File: src/rtl/lsa_pkg.sv
package lsa_pkg;
  typedef enum logic [2:0] {
    ST_IDLE   = 3'd0,
    ST_SOLO_A = 3'd1,
    ST_SOLO_B = 3'd2,
    ST_JOIN   = 3'd3,
    ST_FILL_A = 3'd4,
    ST_FILL_B = 3'd5
  } lsa_state_e;
endpackage

File: src/rtl/lsa_rst_sync.sv
module lsa_rst_sync #(
  parameter int STAGES = 2
) (
  input  logic clk,
  input  logic rst_n,
  output logic srst_n
);
  logic [STAGES-1:0] sync_q;

  always_ff @(posedge clk or negedge rst_n) begin
    if (!rst_n) sync_q <= '0;
    else        sync_q <= {sync_q[STAGES-2:0], 1'b1};
  end

  assign srst_n = sync_q[STAGES-1];
endmodule

File: src/rtl/lsa_mark_decode.sv
module lsa_mark_decode #(
  parameter int CTRL_W = 8
) (
  input  logic [CTRL_W-1:0] ctrl,
  input  logic              valid,
  output logic              is_head,
  output logic              is_tail
);
  // header: every control bit set; tail: exactly one control bit set
  assign is_head = valid && (ctrl == {CTRL_W{1'b1}});
  assign is_tail = valid && ($countones(ctrl) == 1);
endmodule

File: src/rtl/lsa_lane_mux.sv
module lsa_lane_mux #(
  parameter int DATA_W = 64,
  parameter int CTRL_W = 8
) (
  input  logic [DATA_W-1:0] in_data,
  input  logic [CTRL_W-1:0] in_ctrl,
  input  logic              move,
  input  logic              fill,
  output logic [DATA_W-1:0] out_data,
  output logic [CTRL_W-1:0] out_ctrl,
  output logic              out_valid
);
  localparam int HI_W = CTRL_W / 2;
  localparam logic [CTRL_W-1:0] FILL_CODE = {{HI_W{1'b1}}, {(CTRL_W-HI_W){1'b0}}};

  assign out_valid = move;
  assign out_data  = fill ? '0 : in_data;
  assign out_ctrl  = fill ? FILL_CODE : in_ctrl;
endmodule

File: src/rtl/lsa_ctrl_fsm.sv
module lsa_ctrl_fsm
  import lsa_pkg::*;
(
  input  logic       clk,
  input  logic       srst_n,
  input  logic [1:0] in_valid,
  input  logic [1:0] head,
  input  logic [1:0] tail,
  input  logic [1:0] out_ready,
  output logic [1:0] in_ready,
  output logic [1:0] move,
  output logic [1:0] fill,
  output lsa_state_e state
);
  lsa_state_e st_q, st_nxt;
  logic       st_en;
  logic       both_out;
  logic       go;

  assign both_out = out_ready[0] & out_ready[1];

  always_comb begin
    st_nxt   = st_q;
    in_ready = 2'b00;
    move     = 2'b00;
    fill     = 2'b00;
    go       = 1'b0;
    if (srst_n) begin
      unique case (st_q)
        ST_IDLE: begin
          if (head[0] && head[1]) begin
            go       = both_out;
            in_ready = {go, go};
            move     = {go, go};
            if (go) st_nxt = ST_JOIN;
          end else if (head[0]) begin
            in_ready = {1'b1, out_ready[0]};
            move     = {1'b0, out_ready[0]};
            if (out_ready[0]) st_nxt = ST_SOLO_A;
          end else if (head[1]) begin
            in_ready = {out_ready[1], 1'b1};
            move     = {out_ready[1], 1'b0};
            if (out_ready[1]) st_nxt = ST_SOLO_B;
          end else begin
            in_ready = 2'b11;
          end
        end
        ST_SOLO_A: begin
          go       = in_valid[0] & out_ready[0];
          in_ready = {1'b0, out_ready[0]};
          move     = {1'b0, go};
          if (go && tail[0]) st_nxt = ST_IDLE;
        end
        ST_SOLO_B: begin
          go       = in_valid[1] & out_ready[1];
          in_ready = {out_ready[1], 1'b0};
          move     = {go, 1'b0};
          if (go && tail[1]) st_nxt = ST_IDLE;
        end
        ST_JOIN: begin
          go       = in_valid[0] & in_valid[1] & both_out;
          in_ready = {in_valid[0] & both_out, in_valid[1] & both_out};
          move     = {go, go};
          if (go) begin
            if (tail[0] && tail[1]) st_nxt = ST_IDLE;
            else if (tail[0])       st_nxt = ST_FILL_A;
            else if (tail[1])       st_nxt = ST_FILL_B;
          end
        end
        ST_FILL_A: begin
          go       = in_valid[1] & both_out;
          in_ready = {both_out, 1'b0};
          move     = {go, go};
          fill     = 2'b01;
          if (go && tail[1]) st_nxt = ST_IDLE;
        end
        ST_FILL_B: begin
          go       = in_valid[0] & both_out;
          in_ready = {1'b0, both_out};
          move     = {go, go};
          fill     = 2'b10;
          if (go && tail[0]) st_nxt = ST_IDLE;
        end
        default: st_nxt = ST_IDLE;
      endcase
    end
  end

  assign st_en = (st_nxt != st_q);

  always_ff @(posedge clk or negedge srst_n) begin
    if (!srst_n)    st_q <= ST_IDLE;
    else if (st_en) st_q <= st_nxt;
  end

  assign state = st_q;
endmodule

File: src/rtl/lockstep_pad_arbiter.sv
module lockstep_pad_arbiter
  import lsa_pkg::*;
#(
  parameter int DATA_W     = 64,
  parameter int CTRL_W     = 8,
  parameter int RST_STAGES = 2
) (
  input  logic              clk,
  input  logic              rst_n,
  input  logic [DATA_W-1:0] a_in_data,
  input  logic [CTRL_W-1:0] a_in_ctrl,
  input  logic              a_in_valid,
  output logic              a_in_ready,
  input  logic [DATA_W-1:0] b_in_data,
  input  logic [CTRL_W-1:0] b_in_ctrl,
  input  logic              b_in_valid,
  output logic              b_in_ready,
  output logic [DATA_W-1:0] a_out_data,
  output logic [CTRL_W-1:0] a_out_ctrl,
  output logic              a_out_valid,
  input  logic              a_out_ready,
  output logic [DATA_W-1:0] b_out_data,
  output logic [CTRL_W-1:0] b_out_ctrl,
  output logic              b_out_valid,
  input  logic              b_out_ready
);
  localparam int LANES = 2;

  logic              srst_n;
  lsa_state_e        state;
  logic [DATA_W-1:0] ln_din  [LANES];
  logic [CTRL_W-1:0] ln_cin  [LANES];
  logic [DATA_W-1:0] ln_dout [LANES];
  logic [CTRL_W-1:0] ln_cout [LANES];
  logic [LANES-1:0]  ln_vin, ln_rdy_out, ln_rdy_in, ln_vout;
  logic [LANES-1:0]  ln_head, ln_tail, ln_move, ln_fill;

  assign ln_din[0]     = a_in_data;
  assign ln_din[1]     = b_in_data;
  assign ln_cin[0]     = a_in_ctrl;
  assign ln_cin[1]     = b_in_ctrl;
  assign ln_vin        = {b_in_valid, a_in_valid};
  assign ln_rdy_out    = {b_out_ready, a_out_ready};

  lsa_rst_sync #(.STAGES(RST_STAGES)) u_rst (
    .clk(clk), .rst_n(rst_n), .srst_n(srst_n)
  );

  for (genvar ln = 0; ln < LANES; ln++) begin : g_lane
    lsa_mark_decode #(.CTRL_W(CTRL_W)) u_dec (
      .ctrl(ln_cin[ln]), .valid(ln_vin[ln]),
      .is_head(ln_head[ln]), .is_tail(ln_tail[ln])
    );
    lsa_lane_mux #(.DATA_W(DATA_W), .CTRL_W(CTRL_W)) u_mux (
      .in_data(ln_din[ln]), .in_ctrl(ln_cin[ln]),
      .move(ln_move[ln]), .fill(ln_fill[ln]),
      .out_data(ln_dout[ln]), .out_ctrl(ln_cout[ln]), .out_valid(ln_vout[ln])
    );
  end

  lsa_ctrl_fsm u_fsm (
    .clk(clk), .srst_n(srst_n),
    .in_valid(ln_vin), .head(ln_head), .tail(ln_tail),
    .out_ready(ln_rdy_out), .in_ready(ln_rdy_in),
    .move(ln_move), .fill(ln_fill), .state(state)
  );

  assign a_in_ready  = ln_rdy_in[0];
  assign b_in_ready  = ln_rdy_in[1];
  assign a_out_data  = ln_dout[0];
  assign b_out_data  = ln_dout[1];
  assign a_out_ctrl  = ln_cout[0];
  assign b_out_ctrl  = ln_cout[1];
  assign a_out_valid = ln_vout[0];
  assign b_out_valid = ln_vout[1];
endmodule

File: config.mk
export PLATFORM = sky130hd
export DESIGN_NAME = lockstep_pad_arbiter
export DESIGN_NICKNAME = d
export VERILOG_FILES = /design/src/rtl/lsa_pkg.sv /design/src/rtl/lsa_rst_sync.sv /design/src/rtl/lsa_mark_decode.sv /design/src/rtl/lsa_lane_mux.sv /design/src/rtl/lsa_ctrl_fsm.sv /design/src/rtl/lockstep_pad_arbiter.sv
export SDC_FILE = /design/constraint.sdc
export NUM_CORES = 1
export LEC_CHECK = 0
export ABC_AREA = 1
export BUFFER_PORTS_ARGS = -buffer_cell sky130_fd_sc_hd__buf_2
export CORE_AREA = 5 5 114 116
export CTS_CLUSTER_SIZE = 12
export DETAILED_ROUTE_END_ITERATION = 6
export DIE_AREA = 0 0 119 121
export GPL_ROUTABILITY_DRIVEN = 0
export SETUP_SLACK_MARGIN = 0.4
export SYNTH_ARGS = -nofsm -noshare
export SYNTH_HDL_FRONTEND = slang
export SYNTH_SLANG_ARGS = --single-unit
export TNS_END_PERCENT = 10
File: constraint.sdc
create_clock -name clk -period 1.7 [get_ports clk]
set_input_delay 0.085 -clock clk [delete_from_list [all_inputs] [get_ports clk]]
set_output_delay 0.085 -clock clk [all_outputs]
set_load 0.03 [all_outputs]
**Word-level counts from Yosys, hierarchy flattened**

Cells that the tools add are included.

- Add/sub/neg operators: 14
- Bitwise gates (word level): 7
- Reduce and logical (&&, ||, !) cells: 11
- Equal/unequal tests: 10
- Mux-type cells: 32

Operators with widths:

| operator | count |
|---|---|
| $add A32 B32 Y32 | 6 |
| $mux W64 | 2 |
| $eq A32 B2 Y1 const B | 2 |
| $mux W3 | 15 |
| $pmux W2 S6 | 2 |
| $mux W2 | 9 |
| $pmux W3 S6 | 1 |
| $add A1 B1 Y2 | 8 |
| $eq A8 B8 Y1 const B | 2 |
| $mux W8 | 2 |
| $logic_and A1 B1 Y1 | 10 |
| $and A1 B1 Y1 | 7 |
| $eq A3 B2 Y1 const B | 2 |
| $eq A3 B3 Y1 const B | 2 |
| $pmux W2 S2 | 1 |
| $eq A3 B1 Y1 const B | 1 |
| $logic_not A3 Y1 | 1 |
| $ne A3 B3 Y1 | 1 |

- Input port bits: 150
- Register bits after elaboration: 5

**Longest topological paths before layout**

Gate-level depths: netlist of run 1.

- Depth in word-level cells: 12
- Mapped depth: 17
- Gate-level depth less buffers: 17

**Modules after synthesis**

From an unflattened synthesis of run 1, not the netlist that was laid out.

- Cells, all modules: 479
- Area total of the unflattened synthesis: 2284.7 um2

Modules (own cells, without submodules):

| module | area an instance (um2) | instances | seq. area each (um2) | cells an instance |
|---|---|---|---|---|
| lsa_lane_mux | 610.6 | 2 | 0.0 | 154 |
| lsa_ctrl_fsm | 549.3 | 1 | 75.1 | 102 |
| lsa_mark_decode | 230.2 | 2 | 0.0 | 33 |
| lsa_rst_sync | 53.8 | 1 | 50.0 | 3 |

**Least setup slack after synthesis of run 1**

Ideal clock, no wire load.

- Path kind: input port to flip-flop
- Start: in b_in_ctrl[6]
- End: reg u_fsm.st_q[1] (netlist: u_fsm.state[1])
- Data arrival time: 2.602 ns
- Slack: -1.019 ns
- Path buffers: 0
- Library setup time: 0.117 ns
- Stages on the path: 13
- Data required time: 1.583 ns
- Cells stage by stage: ha_1 fa_1 inv_1 fa_1 inv_1 ha_1 fa_1 nor2_1 nand2_1 o21bai_1 nand3_1 nand2_1 nand2_1

- Word-level cells in the longest chain between the ends: 12
- Elaborated cells between the ends (all ways): 23
- Classes of those cells: 3 x add/sub; 3 x eq/ne; 11 x mux; 6 x reduce/logical

RTL lines:

| element | RTL line | text |
|---|---|---|
| start: declaration | lockstep_pad_arbiter.sv:15 | `input logic [CTRL_W-1:0] b_in_ctrl,` |
| $add A1 B1 Y2 (not written as such) | lsa_mark_decode.sv:11 | `assign is_tail = valid && ($countones(ctrl) == 1);` |
| $add A32 B32 Y32 (not written as such) (2 in series) | lsa_mark_decode.sv:11 |  |
| $eq A32 B2 Y1 | lsa_mark_decode.sv:11 |  |
| $logic_and A1 B1 Y1 | lsa_mark_decode.sv:11 |  |
| $mux W3 | lsa_ctrl_fsm.sv:67 | `else if (tail[1]) st_nxt = ST_FILL_B;` |
| $mux W3 | lsa_ctrl_fsm.sv:66 | `else if (tail[0]) st_nxt = ST_FILL_A;` |
| $mux W3 | lsa_ctrl_fsm.sv:65 | `if (tail[0] && tail[1]) st_nxt = ST_IDLE;` |
| $mux W3 | lsa_ctrl_fsm.sv:64 | `if (go) begin` |
| $pmux W3 S6 * | lsa_ctrl_fsm.sv:29 | `unique case (st_q)` |
| $mux W3 * | lsa_ctrl_fsm.sv:28 | `if (srst_n) begin` |
| $ne A3 B3 Y1 | lsa_ctrl_fsm.sv:89 | `assign st_en = (st_nxt != st_q);` |
| end signal: assignment | lsa_ctrl_fsm.sv:93 | `else if (st_en) st_q <= st_nxt;` |
| end: declaration | lsa_ctrl_fsm.sv:15 | `lsa_state_e st_q, st_nxt;` |

Mark *: on every way between the ends. The rest lies on a longest branch, timed or not.
A chain may end at the register's enable or synchronous reset.

**Final worst setup path of run 1**

- Start: in a_in_ctrl[5]
- End: reg u_fsm.st_q[2] (netlist: u_fsm.state[2])

- Word-level cells in the longest chain between the ends: 11
- Elaborated cells between the ends (all ways): 21
- Classes of those cells: 3 x add/sub; 3 x eq/ne; 9 x mux; 6 x reduce/logical

RTL lines:

| element | RTL line | text |
|---|---|---|
| start: declaration | lockstep_pad_arbiter.sv:11 | `input logic [CTRL_W-1:0] a_in_ctrl,` |
| $add A1 B1 Y2 (not written as such) | lsa_mark_decode.sv:11 |  |
| $add A32 B32 Y32 (not written as such) (2 in series) | lsa_mark_decode.sv:11 |  |
| $eq A32 B2 Y1 | lsa_mark_decode.sv:11 |  |
| $logic_and A1 B1 Y1 | lsa_mark_decode.sv:11 |  |
| $mux W3 or $logic_and A1 B1 Y1 (tied branches) | lsa_ctrl_fsm.sv:66, lsa_ctrl_fsm.sv:65 |  |
| $mux W3 | lsa_ctrl_fsm.sv:65 |  |
| $mux W3 | lsa_ctrl_fsm.sv:64 |  |
| $pmux W3 S6 * | lsa_ctrl_fsm.sv:29 |  |
| $mux W3 * | lsa_ctrl_fsm.sv:28 |  |
| $ne A3 B3 Y1 | lsa_ctrl_fsm.sv:89 |  |

Marked as above.

==> metrics.md, run 1 <==
| Metric | Value |
|---|---|
| Nets | `about 940` |
| Die Width | `roughly 120 um` |
| Setup total negative slack | `-4030 ps` |
| P&R area growth vs syn | `119%` |
| Failing checks | `setup timing` |
| Synth top area share | `between 30% and 40%` |
| Total power draw | `between 0.004 and 0.005 W` |
| Leakage | `between 3 and 4 nW` |
| Largest net degree at the start of global routing | `73` |
| Warnings from Yosys | `0` |
| P_int | `about 0.0020 W` |
| Max clock buf depth | `2` |
| Share of layout cells above drive strength 1 | `54.7%` |
| Die area | `0.0144 sq mm` |
| CP max FO | `4` |
| # diodes | `0` |
| Hold crit path type | `reg -> async` |
| Post-Syn Area | `approximately 0.0022 sq mm` |
| Combinational power share | `between 80% and 90%` |
| IO Pins | `a little under 300` |
| Vias/cell | `between 3 and 4` |
| Post-DP HPWL | `approximately 8900 um` |
| Core area | `between 0.01 and 0.015 sq mm` |
| Outcome | `finished with violations` |
| Initial Util | `between 10% and 20%` |
| DR DRC count | `0` |
| Initial antenna violation count | `0` |
| Final ANT Viol Nets | `0` |
| CTS Sinks | `5` |
| Num CTS Buffers | `3` |
| Fmax | `393 MHz` |
| Reg2reg start | `u_fsm.state[1]$_DFFE_PN0P_` |
| Synth unique cells | `25` |
| Post-Syn Instances | `about 460` |
| Final WS setup | `-848 ps` |
| FF+latch count, synth | `5` |
| Placed Area | `a little under 0.004 sq mm` |
| Vias in the first global route | `~3500` |
| # Max-Cap Violations | `0` |
| Cell area after layout | `0.00489 sq mm` |
| Fin Clk Skew | `about 1.6 ps` |
| H-Tree Depth | `1` |
| Period minus WS final | `between 2000 and 3000 ps` |
| Commonest non-fill, non-tap cell in the layout | `buf_2` |
| CP arrival | `about 2700 ps` |
| Initial DRC count | `148` |
| Reg power frac | `roughly 5.2%` |
| RSZ-0062 raised after global routing | `yes` |
| Crit path from | `a_in_ctrl[5]` |
| Crit path launch type | `input pin` |
| Net Sw Power | `between 0.002 and 0.0025 W` |
| CTS tree | `yes` |
| Final Max Tran Viols | `0` |
| IO buf count | `just under 300` |
| Worst path required time | `about 1800 ps` |
| Vias | `around 3400` |
| Syn avg cell area | `about 4.9 sq um` |
| DRT Pass-1 Iters | `4` |
| Clk slew on worst S/H paths | `30 ps` |
| PwrDens | `879 mW/mm^2` |
| Avg WL per Cell | `roughly 12 um` |
| Sw Ratio | `roughly 53%` |
| Ranking of synthesized cells by area | `nand2_1, inv_1, ha_1, fa_1, dfrtp_1` |
| Global-route wire length before repair | `roughly 17000 um` |
| Final Hold Slack | `approximately 120 ps` |
| Final worst-path cycle share | `150%` |
| Final hold violations | `0` |
| FILL cells | `approximately 1200` |
| Maximum VDD drop | `roughly 1.2 mV` |
| GRT Overall Usage | `14.0%` |
| Final setup fails | `57` |
| Post-synth top area cell | `nand2_1` |
| Crit end category | `flop` |
| Die Ht | `about 120 um` |
| Grt total ovfl | `0` |
| Clk Tree Root Cell | `clkbuf_16` |
| Post-Route WL | `~11000 um` |
| Seq/Total Area, Yosys | `under 10%` |
| Syn Nets | `roughly 630` |
| # rows | `40` |
| Commonest non-fill, non-tap cells in the layout | `buf_2, nand2_1, inv_1` |
| Clock power frac | `9.0%` |
| Worst skew pair latency | `between 200 and 250 ps` |
| Critical path type | `in -> reg` |
[area by class of cell]
cell class,instances,area [sq um],area share (%)
inverter,178,668,13.7
timing repair buffer,325,2160,44.3
multi-input combinational,257,1660,34.0
clock buffer,4,78.8,1.61
tap,147,184,3.76
sequential,5,128,2.61
[power by group through the flow]
stage	logic (W)	registers, W	clock network (W)
after global placement	0.00268	0.000207	0
after global routing	0.00396	0.000227	0.000404
after detailed placement	0.00268	0.000209	0
final	0.00368	0.000223	0.000388
after floorplan	0.00185	0.000208	0
after CTS	0.00361	0.000222	0.000396
[cell usage after synthesis]
library cell  instances
a21oi_1               5
a31oi_1               1
and2_1                1
buf_4                 7
buf_6                 7
clkbuf_1              1
conb_1                1
dfrtp_1               5
fa_1                  8
ha_1                 14
inv_1               175
inv_2                 3
nand2_1             189
nand2_2               2
nand2_4               1
nand3_1              12
nand4_1               3
nor2_1               11
nor2_2                1
nor2_4                2
nor3_1                1
nor3_2                2
o211ai_1              1
o21ai_0               1
o21bai_1              1
[path summary, 6_finish.rpt]
check / cells past startpoint / slack [ps] / end
min in group clk: 6 / 330 / u_fsm.state[1]$_DFFE_PN0P_
max reg2reg: 8 / 330 / u_fsm.state[1]$_DFFE_PN0P_
max: 17 / -850 / u_fsm.state[2]$_DFFE_PN0P_
min: 0 / 120 / u_fsm.state[0]$_DFFE_PN0P_
max in group asynchronous: 0 / 1360 / u_fsm.state[2]$_DFFE_PN0P_
min reg2reg: 0 / 120 / u_fsm.state[0]$_DFFE_PN0P_
[logic make-up (layout without fill, tap and decap cells)]
group / after synthesis / in the layout / synth area share, %
buffers and inverters: 193 / 507 / 36.0
adder cells (fa/ha/maj): 22 / 22 / 15.0
flip-flops: 5 / 5 / 5.61
other: 1 / 1 / 0.168
AND/OR/NAND/NOR: 225 / 225 / 40.9
AO/OA/AOI/OAI: 9 / 9 / 2.30
[metrics by stage]
step | cells | setup slack [ps] | util (%)
floorplan | 455 | -877 | -
global placement | 897 | -1130 | 33.5
detailed placement | 897 | -1160 | 33.5
CTS | 915 | -828 | 41.0
global route | 916 | -1020 | 41.4
finish | 916 | -848 | 41.4
[registers in the layout, indices dropped and copies added, names as in the netlist]
name and count:
u_fsm.state 3, u_rst.sync_q 2
[timing repair]
item | CTS | global route
endpoints found under the hold margin | 2 | 0
gates cloned | 5 | 0
resized for setup | 198 | 10
hold buffers | 1 | 0
buffers inserted | 8 | 1
pin swaps | 52 | 3
setup endpoints to repair | 151 | 151
[worst max-delay path, stage by stage]
cell     delay [ps]
buf_8            80
ha_4            130
inv_2            40
fa_1            540
inv_1            50
fa_1            480
ha_2            170
inv_2            30
fa_1            460
nand2_1          60
inv_2            80
buf_4           120
nand4_1          90
nand3_2          90
nand2_1          50
nand2_1          50
nand2_1          50
[metal layers]
| layer | GRT usage (%) | wire length [um] |
|---|---|---|
| met1 | 16.3 | 4270 |
| met2 | 27.1 | 6180 |
| met3 | 2.33 | 600 |
| met4 | 2.32 | 126 |
| met5 | 0 | 0 |
Power figures use the tool's default switching activity.
==> run 2, diff against run 1 <==
CORE_AREA = 5 5 112 114   (was 5 5 114 116)
DIE_AREA = 0 0 117 119   (was 0 0 119 121)
clock period = 2.5 ns   (was 1.7 ns; I/O delays follow)
==> run 2 against run 1 <==
The run still ends with setup timing left. First-iteration DRC count increased by 11%. Die area decreased by 3.3%. Critical path depth increased by 1. Final area decreased by 17%. Combinational power decreased by 51%. Non-clock buffer count decreased by 19. Clock power decreased by 33%. Flip-flop and latch count unchanged. Sequential share of layout area increased by 0.48 points. Critical endpoint is now u_fsm.state[0]$_DFFE_PN0P_. Largest cell class unchanged. Highest routed layer unchanged.
==> metrics.md, run 2 (synthesized netlist as in run 1, its figures left out) <==
| Metric | Value |
|---|---|
| Outcome | `finished with violations` |
| Failing checks | `setup timing` |
| Final Hold Slack | `approximately 150 ps` |
| Num CTS Buffers | `3` |
| Max clock buf depth | `2` |
| # rows | `39` |
| Vias | `3269` |
| Clk slew on worst S/H paths | `around 30 ps` |
| Fin Clk Skew | `around 0.89 ps` |
| Worst path required time | `between 2000 and 3000 ps` |
| IO Pins | `about 300` |
| P&R area growth vs syn | `81.1%` |
| Net Sw Power | `roughly 0.0013 W` |
| Avg WL per Cell | `approximately 11 um` |
| Clk Tree Root Cell | `clkbuf_16` |
| Final hold violations | `0` |
| Final ANT Viol Nets | `0` |
| Worst Tran Pin Value | `between 600 and 700 ps` |
| Grt total ovfl | `0` |
| Critical path type | `in -> reg` |
| Final setup fails | `3` |
| Final WS setup | `-102 ps` |
| Reg power frac | `under 10%` |
| P_int | `just under 0.0009 W` |
| CTS Sinks | `5` |
| PwrDens | `about 550 mW/mm^2` |
| Initial Util | `between 10% and 20%` |
| # Max-Cap Violations | `0` |
| Initial antenna violation count | `0` |
| IO buf count | `297` |
| Period minus WS final | `2600 ps` |
| H-Tree Depth | `1` |
| Max-slew headroom | `between 50% and 60%` |
| Largest net degree at the start of global routing | `73` |
| Largest register FFs | `3` |
| Die area | `around 0.014 sq mm` |
| CP max FO | `5` |
| Vias/cell | `3.66` |
| Crit path from | `a_in_ctrl[3]` |
| Setup total negative slack | `-265 ps` |
| CTS tree | `yes` |
| RSZ-0062 raised after global routing | `yes` |
| Hold crit path type | `reg -> async` |
| Core area | `~0.011 sq mm` |
| Post-DP HPWL | `~9000 um` |
| Nets | `approximately 900` |
| Leakage | `3.20 nW` |
| DR DRC count | `0` |
| Commonest non-fill, non-tap cell in the layout | `buf_2` |
| Crit end category | `flop` |
| Share of layout cells above drive strength 1 | `about 45%` |
| DRT Pass-1 Iters | `6` |
| Fmax | `~380 MHz` |
| Cell area after layout | `between 0.004 and 0.005 sq mm` |
| Reg2reg start | `u_fsm.state[0]$_DFFE_PN0P_` |
| Maximum VDD drop | `roughly 0.47 mV` |
| Die Ht | `~120 um` |
| Final worst-path cycle share | `104%` |
| Final Max Tran Viols | `0` |
| Total power draw | `0.00222 W` |
| Post-Route Utilization | `between 30% and 40%` |
| Global-route wire length before repair | `roughly 14000 um` |
| CP arrival | `between 2000 and 3000 ps` |
| Die Width | `~120 um` |
| Vias in the first global route | `a little under 3000` |
| Commonest non-fill, non-tap cells in the layout | `buf_2, nand2_1, inv_1` |
| Sw Ratio | `between 50% and 60%` |
| GRT Overall Usage | `between 10 and 15%` |
| Post-Route WL | `between 9000 and 10000 um` |
| Initial DRC count | `164` |
| Clock power frac | `a little under an eighth` |
| Crit path launch type | `input pin` |
| Placed Area | `a little under 0.004 sq mm` |
| Combinational power share | `slightly above 80%` |
| Worst skew pair latency | `roughly 220 ps` |
[run 2: changes by cell type in the layout (fill, tap and decap cells not counted), sizes merged]
cell / delta
buf: -15
diode: +1
bufbuf: -4
[run 2: layer usage]
layer  share of wire (%)  vias up  track usage, %
li1                    -     1810               -
met1                  40     1342            15.2
met2                  52      109            23.4
met3                 6.8        8            1.47
met4                0.81        0            1.15
met5                   0        -               0
[run 2: repair_timing]
action	CTS	global route
resized for setup	2	14
setup buffers	1	0
endpoints found under the setup margin	3	83
hold endpoints to repair	2	0
pin swaps	4	2
hold buffers	1	0
[run 2: metrics by stage]
| step | worst slack, ps | std cells |
|---|---|---|
| floorplan | -117 | 455 |
| CTS | -124 | 893 |
| global placement | -353 | 887 |
| finish | -102 | 894 |
| detailed placement | -390 | 887 |
| global route | -247 | 893 |
[run 2: final timing paths]
path                                                   end  slack [ps]  cells after the start
worst max-delay path            u_fsm.state[0]$_DFFE_PN0P_        -100                     18
worst min-delay path            u_fsm.state[0]$_DFFE_PN0P_         150                      0
worst max register to register  u_fsm.state[0]$_DFFE_PN0P_        1200                      7
worst min register to register  u_fsm.state[0]$_DFFE_PN0P_         150                      0
max in group asynchronous       u_fsm.state[2]$_DFFE_PN0P_        2070                      0
min in group clk                 u_rst.sync_q[1]$_DFF_PN0_         340                      0
[run 2: cell type report]
class | count | area (sq um)
Inverter | 178 | 668
Sequential cell | 5 | 125
Timing Repair Buffer | 306 | 1590
Fill cell | 1253 | 7280
Multi-Input combinational cell | 257 | 1400
Tap cell | 143 | 179
Clock buffer | 4 | 78.8
Antenna cell | 1 | 2.50
[run 2: power by group through the flow]
stage / sequential (W) / clock (W) / combinational, W
6_report: 0.000149 / 0.000261 / 0.00181
5_1_grt: 0.000156 / 0.000272 / 0.00198
4_1_cts: 0.000150 / 0.000265 / 0.00180
3_5_place_dp: 0.000151 / 0 / 0.00178
3_3_place_gp: 0.000151 / 0 / 0.00178
2_1_floorplan: 0.000141 / 0 / 0.00125
[run 2: worst max-delay path, cell delays in order]
cell     delay, ps
buf_2          120
ha_4           130
inv_1           50
fa_1           470
inv_1           50
fa_1           510
ha_2           170
inv_2           30
fa_1           470
nand2_1         60
inv_2           90
nand4_1        110
nand2_1         80
nand2_1         50
inv_1           50
nand2_1         40
nand2_1         60
nand2_1         50
